==> src/rtl/pfd_pkg.sv <==
package pfd_pkg;

  localparam int NUM_CH = 2;
  localparam int CH_REF = 0;
  localparam int CH_FB  = 1;

  typedef struct packed {
    logic src;
    logic snk;
  } pump_en_t;

  typedef struct packed {
    logic ph_r;
    logic ph_p;
  } steer_t;

  function automatic pump_en_t pump_map(input logic pol, input logic up, input logic dn);
    pump_en_t p;
    p.src = pol ? up : dn;
    p.snk = pol ? dn : up;
    return p;
  endfunction

  function automatic steer_t steer_map(input logic pol, input logic up, input logic dn);
    steer_t s;
    s.ph_r = pol ? dn : up;
    s.ph_p = pol ? ~up : ~dn;
    return s;
  endfunction

endpackage

==> src/rtl/pfd_edge_sync.sv <==
module pfd_edge_sync #(
  parameter int STAGES = 2
) (
  input  logic clk,
  input  logic rst,
  input  logic din,
  output logic level,
  output logic rise
);

  localparam int DEPTH = STAGES + 1;

  logic [DEPTH-1:0] shreg;

  always_ff @(posedge clk) begin
    if (rst) begin
      shreg <= '0;
    end else begin
      shreg <= {shreg[DEPTH-2:0], din};
    end
  end

  assign level = shreg[STAGES-1];
  assign rise  = shreg[STAGES-1] & ~shreg[STAGES];

  AST_RISE_ONE_CYCLE: assert property (@(posedge clk) disable iff (rst)
    rise |=> !rise);

endmodule

==> src/rtl/pfd_flag_fsm.sv <==
module pfd_flag_fsm #(
  parameter int RST_DLY = 2
) (
  input  logic clk,
  input  logic rst,
  input  logic rise_ref,
  input  logic rise_fb,
  output logic up_q,
  output logic dn_q
);

  localparam int CW = (RST_DLY < 2) ? 1 : $clog2(RST_DLY + 1);
  localparam logic [CW-1:0] LAST = CW'(RST_DLY - 1);

  logic [CW-1:0] win_cnt;
  logic          both;

  assign both = up_q & dn_q;

  always_ff @(posedge clk) begin
    if (rst) begin
      up_q    <= 1'b0;
      dn_q    <= 1'b0;
      win_cnt <= '0;
    end else if (both) begin
      if (win_cnt == LAST) begin
        up_q    <= 1'b0;
        dn_q    <= 1'b0;
        win_cnt <= '0;
      end else begin
        win_cnt <= win_cnt + 1'b1;
      end
    end else begin
      if (rise_ref) up_q <= 1'b1;
      if (rise_fb)  dn_q <= 1'b1;
    end
  end

  AST_UP_HOLDS: assert property (@(posedge clk) disable iff (rst)
    (up_q && !dn_q) |=> up_q);
  AST_DN_HOLDS: assert property (@(posedge clk) disable iff (rst)
    (dn_q && !up_q) |=> dn_q);
  AST_CLEAR_TOGETHER: assert property (@(posedge clk) disable iff (rst)
    $fell(up_q) |-> $fell(dn_q));

endmodule

==> src/rtl/pfd_out_map.sv <==
module pfd_out_map
  import pfd_pkg::*;
(
  input  logic clk,
  input  logic rst,
  input  logic pol_sel,
  input  logic sw_en,
  input  logic up_q,
  input  logic dn_q,
  input  logic ref_lvl,
  input  logic fb_lvl,
  output logic ph_r_out,
  output logic ph_p_out,
  output logic main_src_en,
  output logic main_snk_en,
  output logic aux_src_en,
  output logic aux_snk_en,
  output logic lock_n,
  output logic mon_out
);

  pump_en_t main_d;
  pump_en_t aux_d;
  steer_t   steer_d;

  always_comb begin
    main_d  = pump_map(pol_sel, up_q, dn_q);
    steer_d = steer_map(pol_sel, up_q, dn_q);
    aux_d   = sw_en ? main_d : '0;
  end

  always_ff @(posedge clk) begin
    if (rst) begin
      ph_r_out    <= 1'b0;
      ph_p_out    <= 1'b1;
      main_src_en <= 1'b0;
      main_snk_en <= 1'b0;
      aux_src_en  <= 1'b0;
      aux_snk_en  <= 1'b0;
      lock_n      <= 1'b1;
      mon_out     <= 1'b0;
    end else begin
      ph_r_out    <= steer_d.ph_r;
      ph_p_out    <= steer_d.ph_p;
      main_src_en <= main_d.src;
      main_snk_en <= main_d.snk;
      aux_src_en  <= aux_d.src;
      aux_snk_en  <= aux_d.snk;
      lock_n      <= ~(up_q | dn_q);
      mon_out     <= pol_sel ? ref_lvl : fb_lvl;
    end
  end

  AST_LOCK_LOW: assert property (@(posedge clk) disable iff (rst)
    (up_q || dn_q) |=> !lock_n);
  AST_LOCK_HIGH: assert property (@(posedge clk) disable iff (rst)
    (!up_q && !dn_q) |=> lock_n);
  AST_AUX_OFF: assert property (@(posedge clk) disable iff (rst)
    !sw_en |=> (!aux_src_en && !aux_snk_en));
  AST_MON_REF: assert property (@(posedge clk) disable iff (rst)
    pol_sel |=> (mon_out == $past(ref_lvl)));
  AST_SRC_UP_POS: assert property (@(posedge clk) disable iff (rst)
    (pol_sel && up_q) |=> main_src_en);
  AST_SRC_DN_NEG: assert property (@(posedge clk) disable iff (rst)
    (!pol_sel && dn_q) |=> main_src_en);

endmodule

==> src/rtl/polsel_pfd.sv <==
module polsel_pfd
  import pfd_pkg::*;
#(
  parameter int SYNC_STAGES = 2,
  parameter int RST_DLY     = 2
) (
  input  logic clk,
  input  logic rst,
  input  logic ref_in,
  input  logic fb_in,
  input  logic pol_sel,
  input  logic sw_en,
  output logic up_flag,
  output logic dn_flag,
  output logic ph_r_out,
  output logic ph_p_out,
  output logic main_src_en,
  output logic main_snk_en,
  output logic aux_src_en,
  output logic aux_snk_en,
  output logic lock_n,
  output logic mon_out
);

  logic [NUM_CH-1:0] ch_in;
  logic [NUM_CH-1:0] ch_lvl;
  logic [NUM_CH-1:0] ch_rise;

  assign ch_in[CH_REF] = ref_in;
  assign ch_in[CH_FB]  = fb_in;

  for (genvar g = 0; g < NUM_CH; g++) begin : g_sync
    pfd_edge_sync #(.STAGES(SYNC_STAGES)) u_sync (
      .clk   (clk),
      .rst   (rst),
      .din   (ch_in[g]),
      .level (ch_lvl[g]),
      .rise  (ch_rise[g])
    );
  end

  pfd_flag_fsm #(.RST_DLY(RST_DLY)) u_fsm (
    .clk      (clk),
    .rst      (rst),
    .rise_ref (ch_rise[CH_REF]),
    .rise_fb  (ch_rise[CH_FB]),
    .up_q     (up_flag),
    .dn_q     (dn_flag)
  );

  pfd_out_map u_map (
    .clk         (clk),
    .rst         (rst),
    .pol_sel     (pol_sel),
    .sw_en       (sw_en),
    .up_q        (up_flag),
    .dn_q        (dn_flag),
    .ref_lvl     (ch_lvl[CH_REF]),
    .fb_lvl      (ch_lvl[CH_FB]),
    .ph_r_out    (ph_r_out),
    .ph_p_out    (ph_p_out),
    .main_src_en (main_src_en),
    .main_snk_en (main_snk_en),
    .aux_src_en  (aux_src_en),
    .aux_snk_en  (aux_snk_en),
    .lock_n      (lock_n),
    .mon_out     (mon_out)
  );

  AST_AUX_MIRROR: assert property (@(posedge clk) disable iff (rst)
    $past(sw_en) |-> (aux_src_en == main_src_en && aux_snk_en == main_snk_en));

endmodule

==> config.mk <==
export PLATFORM = sky130hd
export DESIGN_NAME = polsel_pfd
export DESIGN_NICKNAME = d
export VERILOG_FILES = /design/src/rtl/pfd_pkg.sv /design/src/rtl/pfd_edge_sync.sv /design/src/rtl/pfd_flag_fsm.sv /design/src/rtl/pfd_out_map.sv /design/src/rtl/polsel_pfd.sv
export SDC_FILE = /design/constraint.sdc
export NUM_CORES = 1
export LEC_CHECK = 0
export ABC_AREA = 0
export ABC_CLOCK_PERIOD_IN_PS = 2800
export BUFFER_PORTS_ARGS = -buffer_cell sky130_fd_sc_hd__buf_2
export CELL_PAD_IN_SITES_DETAIL_PLACEMENT = 0
export CELL_PAD_IN_SITES_GLOBAL_PLACEMENT = 1
export CORE_MARGIN = 5
export CORE_UTILIZATION = 38
export DETAILED_ROUTE_END_ITERATION = 8
export GPL_TIMING_DRIVEN = 0
export PLACE_DENSITY_LB_ADDON = 0.1
export SYNTH_ARGS = -nofsm -noshare
export SYNTH_HDL_FRONTEND = slang
export SYNTH_HIERARCHICAL = 1
export SYNTH_SLANG_ARGS = --single-unit
export TNS_END_PERCENT = 50
==> constraint.sdc <==
create_clock -name clk -period 2.8 [get_ports clk]
set_input_delay 0.56 -clock clk [delete_from_list [all_inputs] [get_ports clk]]
set_output_delay 0.56 -clock clk [all_outputs]
set_load 0.1 [all_outputs]
* After elaboration in Yosys (flattened, before gate mapping)
Cells that the tools add are included.
** Operators by class
- Add/sub/neg operators :: 1
- Equal/unequal tests :: 2
- Muxes and demuxes :: 10
- Bitwise operators :: 10
- Reduce and logical (&&, ||, !) cells :: 5
** Operator list (number)
- 1-bit 2-to-1 mux :: 9
- 1-bit NOT :: 6
- 2-bit AND reduction :: 2
- 2-bit nonzero test :: 2
- 1-bit AND :: 3
- 2-bit by 1-bit adder with 2-bit output, second input constant :: 1
- 2-bit by 1-bit == test with 1-bit output, second input constant :: 1
- 2-bit 2-to-1 mux :: 1
- 2-bit != test, second input constant :: 1
- 2-bit OR reduction :: 1
- 1-bit bitwise OR :: 1
** Storage, ports and cells
- Register bits after elaboration :: 17
- Input port bits :: 6
- Output and inout bits :: 10
- Logic and storage cells :: 40

* Depth between registers and ports, before layout
- Depth after elaboration :: 4
- Gate-level depth with buffers :: 3

* Hierarchy
Netlist, hierarchy kept.
** Modules (own cells, without submodules)
- pfd_out_map :: times used 1, cells an instance 19, area an instance 216.5 um^2, seq. area each 140.1 um^2
- pfd_edge_sync :: times used 2, cells an instance 7, area an instance 87.6 um^2, seq. area each 60.1 um^2
- pfd_flag_fsm :: times used 1, cells an instance 15, area an instance 152.6 um^2, seq. area each 80.1 um^2

* Worst setup path after synthesis
No wires, ideal clock.
- Path type :: register -> output
- Start :: reg, netlist name u_map/main_snk_en
- End :: out ph_r_out
- Arrival :: 1.356 ns
- Data required time :: 2.240 ns
- Slack :: 0.884 ns
- Cell stages (with the launch flop) :: 2
- Buffers on the path :: 1
- Path through :: dfxtp_1 -> buf_4
** RTL lines
- end, declared :: RTL line polsel_pfd.sv:15 : output logic ph_r_out,

* Final worst setup path
- Start :: reg u_fsm.up_q
- End :: out up_flag
** RTL lines
- start, declared :: RTL line pfd_flag_fsm.sv:8 : output logic up_q,
- start signal, assigned :: RTL line pfd_flag_fsm.sv:22 : up_q <= 1'b0;
- start signal, assigned :: RTL line pfd_flag_fsm.sv:27 : up_q <= 1'b0;
- start signal, assigned :: RTL line pfd_flag_fsm.sv:34 : if (rise_ref) up_q <= 1'b1;
- end, declared :: RTL line polsel_pfd.sv:13 : output logic up_flag,
No word-level cell between the ends.

==> results.cfg <==
[run_status]
outcome = finished clean

[sta]
fin_hold_ws_ns = 0.445
fin_crit_sh = 0.625
layout_min_cycle_time_ns = 1.75
slew-limit-headroom = 0.677
worstMarginPinSlew_ns = 0.488
max_freq_mhz = 571
setup_tns_ns = 0
final_max_slew_viol_count = 0
skew_ns = 0.00204
rsz0062_at_grt = false
setup_viol = 0
finalHoldViolations = 0
worst_slack_ns = 1.05

[worst_setup_path]
worstPathRequired_ns = 2.24
start_kind = flop
reg2reg_depth = 2
arrival_ns = 1.19
crit_path_end_kind = output port
path_cells = buf_2
worst-path-buf-inv = 1
cp_max_fo = 7
cp_top_family = buffers and inverters
cp.depth = 1
max_stage_delay_ns = 0.47
crit_slowest_cell = buf_2
critical_path_class = flop to output port

[place]
placed_area_sq_um = 638
gp_congestion = 0.661
io_buffer_count = 15
post-place-ws_ns = 1.34
dp.final_hpwl_um = 636

[routing]
wl_per_cell_um = 10.2
first_pass_iters = 3
ant_nets = 0
postRouteWirelength_um = 839
routed_via_density = 4.51
vias = 370
drc = 0
drt_iter0_drc = 3

[cells_and_area]
final_area_sq_um = 664
nets = 74
syn2layout_area_growth_pct = 22.1
drive_gt1_frac = 0.343
fillers = 138
ff_latch_area_sq_um = 340
antenna_cells = 0
multiInputGateArea_sq_um = 196

[global_routing]
grt-ovfl-total = 0
grt_usage = 0.0928
antenna_found_initial = 0
grt_max_degree = 18
grt_pass1_vias = 334
grt_pass1_wl_um = 1400

[clock_network]
htreeDepth = 1
cts_hold_buf = 0
cts_made_buffers = 3
cts.clk_slew.worst_paths_ns = 0.08
post_cts_resized = 0
cts_setup_buffers = 0
cts_tree = yes
clkLatencyLatePin_ns = 0.28
cts_sinks = 17
cts_buffer_depth = 2
cts_root_buffer = clkbuf_4

[synthesis]
synth_edf_count = 0
yosysUniqueCellTypes = 14
synth-main-ff-cell = dfxtp_1
synth-warning-count = 6
synth_nets = 54
postSynth.asyncResetShare = 0
synth_area_per_cell_sq_um = 11.3
netlist_area_sq_um = 544
syn_inst = 48
ys_ff_latch = 17
seq_area_frac_synth = 0.625

[power_and_ir_drop]
vdd_drop_max_v = 0.000367
seqPwrFrac = 0.577
pwr-share-comb = 0.151
p_sw_frac = 0.277
clockPowerShare = 0.271
p_switching_uw = 122
internal_power_uw = 320
leakage_nw = 0.311
p_per_area_mw_per_mm2 = 666

[hold_path]
hold_class = flop to flop
whs_path_depth = 2

[floorplanning]
core_sq_mm = 0.00133
rows = 13
dieWidth_um = 47.8
io_pins = 16
die_h_um = 47.8
dieArea_sq_mm = 0.00229
initial_core_util = 0.408

[run]
maxCapViolCount = 0
layout make-up:
type | count | area share
buffer | 1 | 0.0113
multi-input combinational | 30 | 0.296
tap | 15 | 0.0282
clock buffer | 4 | 0.0395
sequential | 17 | 0.512
timing repair buffer | 15 | 0.113
worst paths after layout:
path,start,to,slack (ns)
min,u_fsm/win_cnt[1],u_fsm/win_cnt[1],0.44
min reg2reg,u_fsm/win_cnt[1],u_fsm/win_cnt[1],0.44
max,u_fsm/up_q,up_flag,1.05
max reg2reg,u_fsm/dn_q,u_fsm/win_cnt[0],1.78
sequential cells by signal, summed over array words and instances (netlist names):
signal and cells:
g_sync.u_sync/shreg 6, u_fsm/win_cnt 2, u_map/lock_n 1, u_map/main_src_en 1, u_map/aux_src_en 1, u_map/ph_p_out 1, u_map/mon_out 1, u_map/main_snk_en 1
u_fsm/up_q 1, u_fsm/dn_q 1, u_map/aux_snk_en 1
tightest hold or removal path, stage by stage (launching register included):
cell and delay (ns):
dfxtp_1 0.31, nand2b_1 0.06, a21oi_1 0.04
Yosys cell counts (2+ instances only):
master | instances | area [sq um]
mux2i_1 | 3 | 30.0
nor3_1 | 2 | 10.0
nor2b_2 | 2 | 17.5
nor2_1 | 8 | 30.0
dfxtp_1 | 17 | 340
nand2b_1 | 2 | 12.5
nor2b_1 | 7 | 43.8
layout by cell type (no fill, tap or decap), types with 2 or more instances in the layout:
cell and count:
nor2_1 8, dfxtp_1 17, buf_2 15, nor2b_2 2, clkbuf_4 3, mux2i_1 3, nor2b_1 7, nor3_1 2
nand2b_1 2
cells by family after synthesis:
group | after synthesis | share of synthesized area
flops | 17 | 0.625
mux | 4 | 0.0828
buf+inv | 1 | 0.0138
compound gates | 2 | 0.0230
simple gates | 24 | 0.255
metrics by stage:
| stage | util | std cells | power [mW] |
|---|---|---|---|
| final | 0.498 | 82 | 0.442 |
| after global routing | 0.498 | 82 | 0.466 |
| after CTS | 0.498 | 82 | 0.449 |
| after detailed placement | 0.478 | 78 | 0.329 |
| after global placement | 0.478 | 78 | 0.328 |
| after floorplan | - | 48 | 0.314 |
power by group through the flow:
stage          Combinational, mW  Sequential, mW  Clock (mW)
6_report                  0.0670           0.255       0.120
5_1_grt                   0.0712           0.257       0.138
3_5_place_dp              0.0675           0.261           0
4_1_cts                   0.0676           0.256       0.126
2_1_floorplan             0.0161           0.298           0
3_3_place_gp              0.0673           0.261           0
per-layer routing:
| metal | vias to the layer above | share of wire | track usage |
|---|---|---|---|
| met2 | 14 | 0.47 | 0.172 |
| met3 | 0 | 0.11 | 0.0564 |
| met4 | 0 | 0 | 0.0161 |
| met5 | - | 0 | 0 |
| met1 | 165 | 0.42 | 0.0880 |
| li1 | 191 | - | - |
Power figures use the tool's default switching activity.
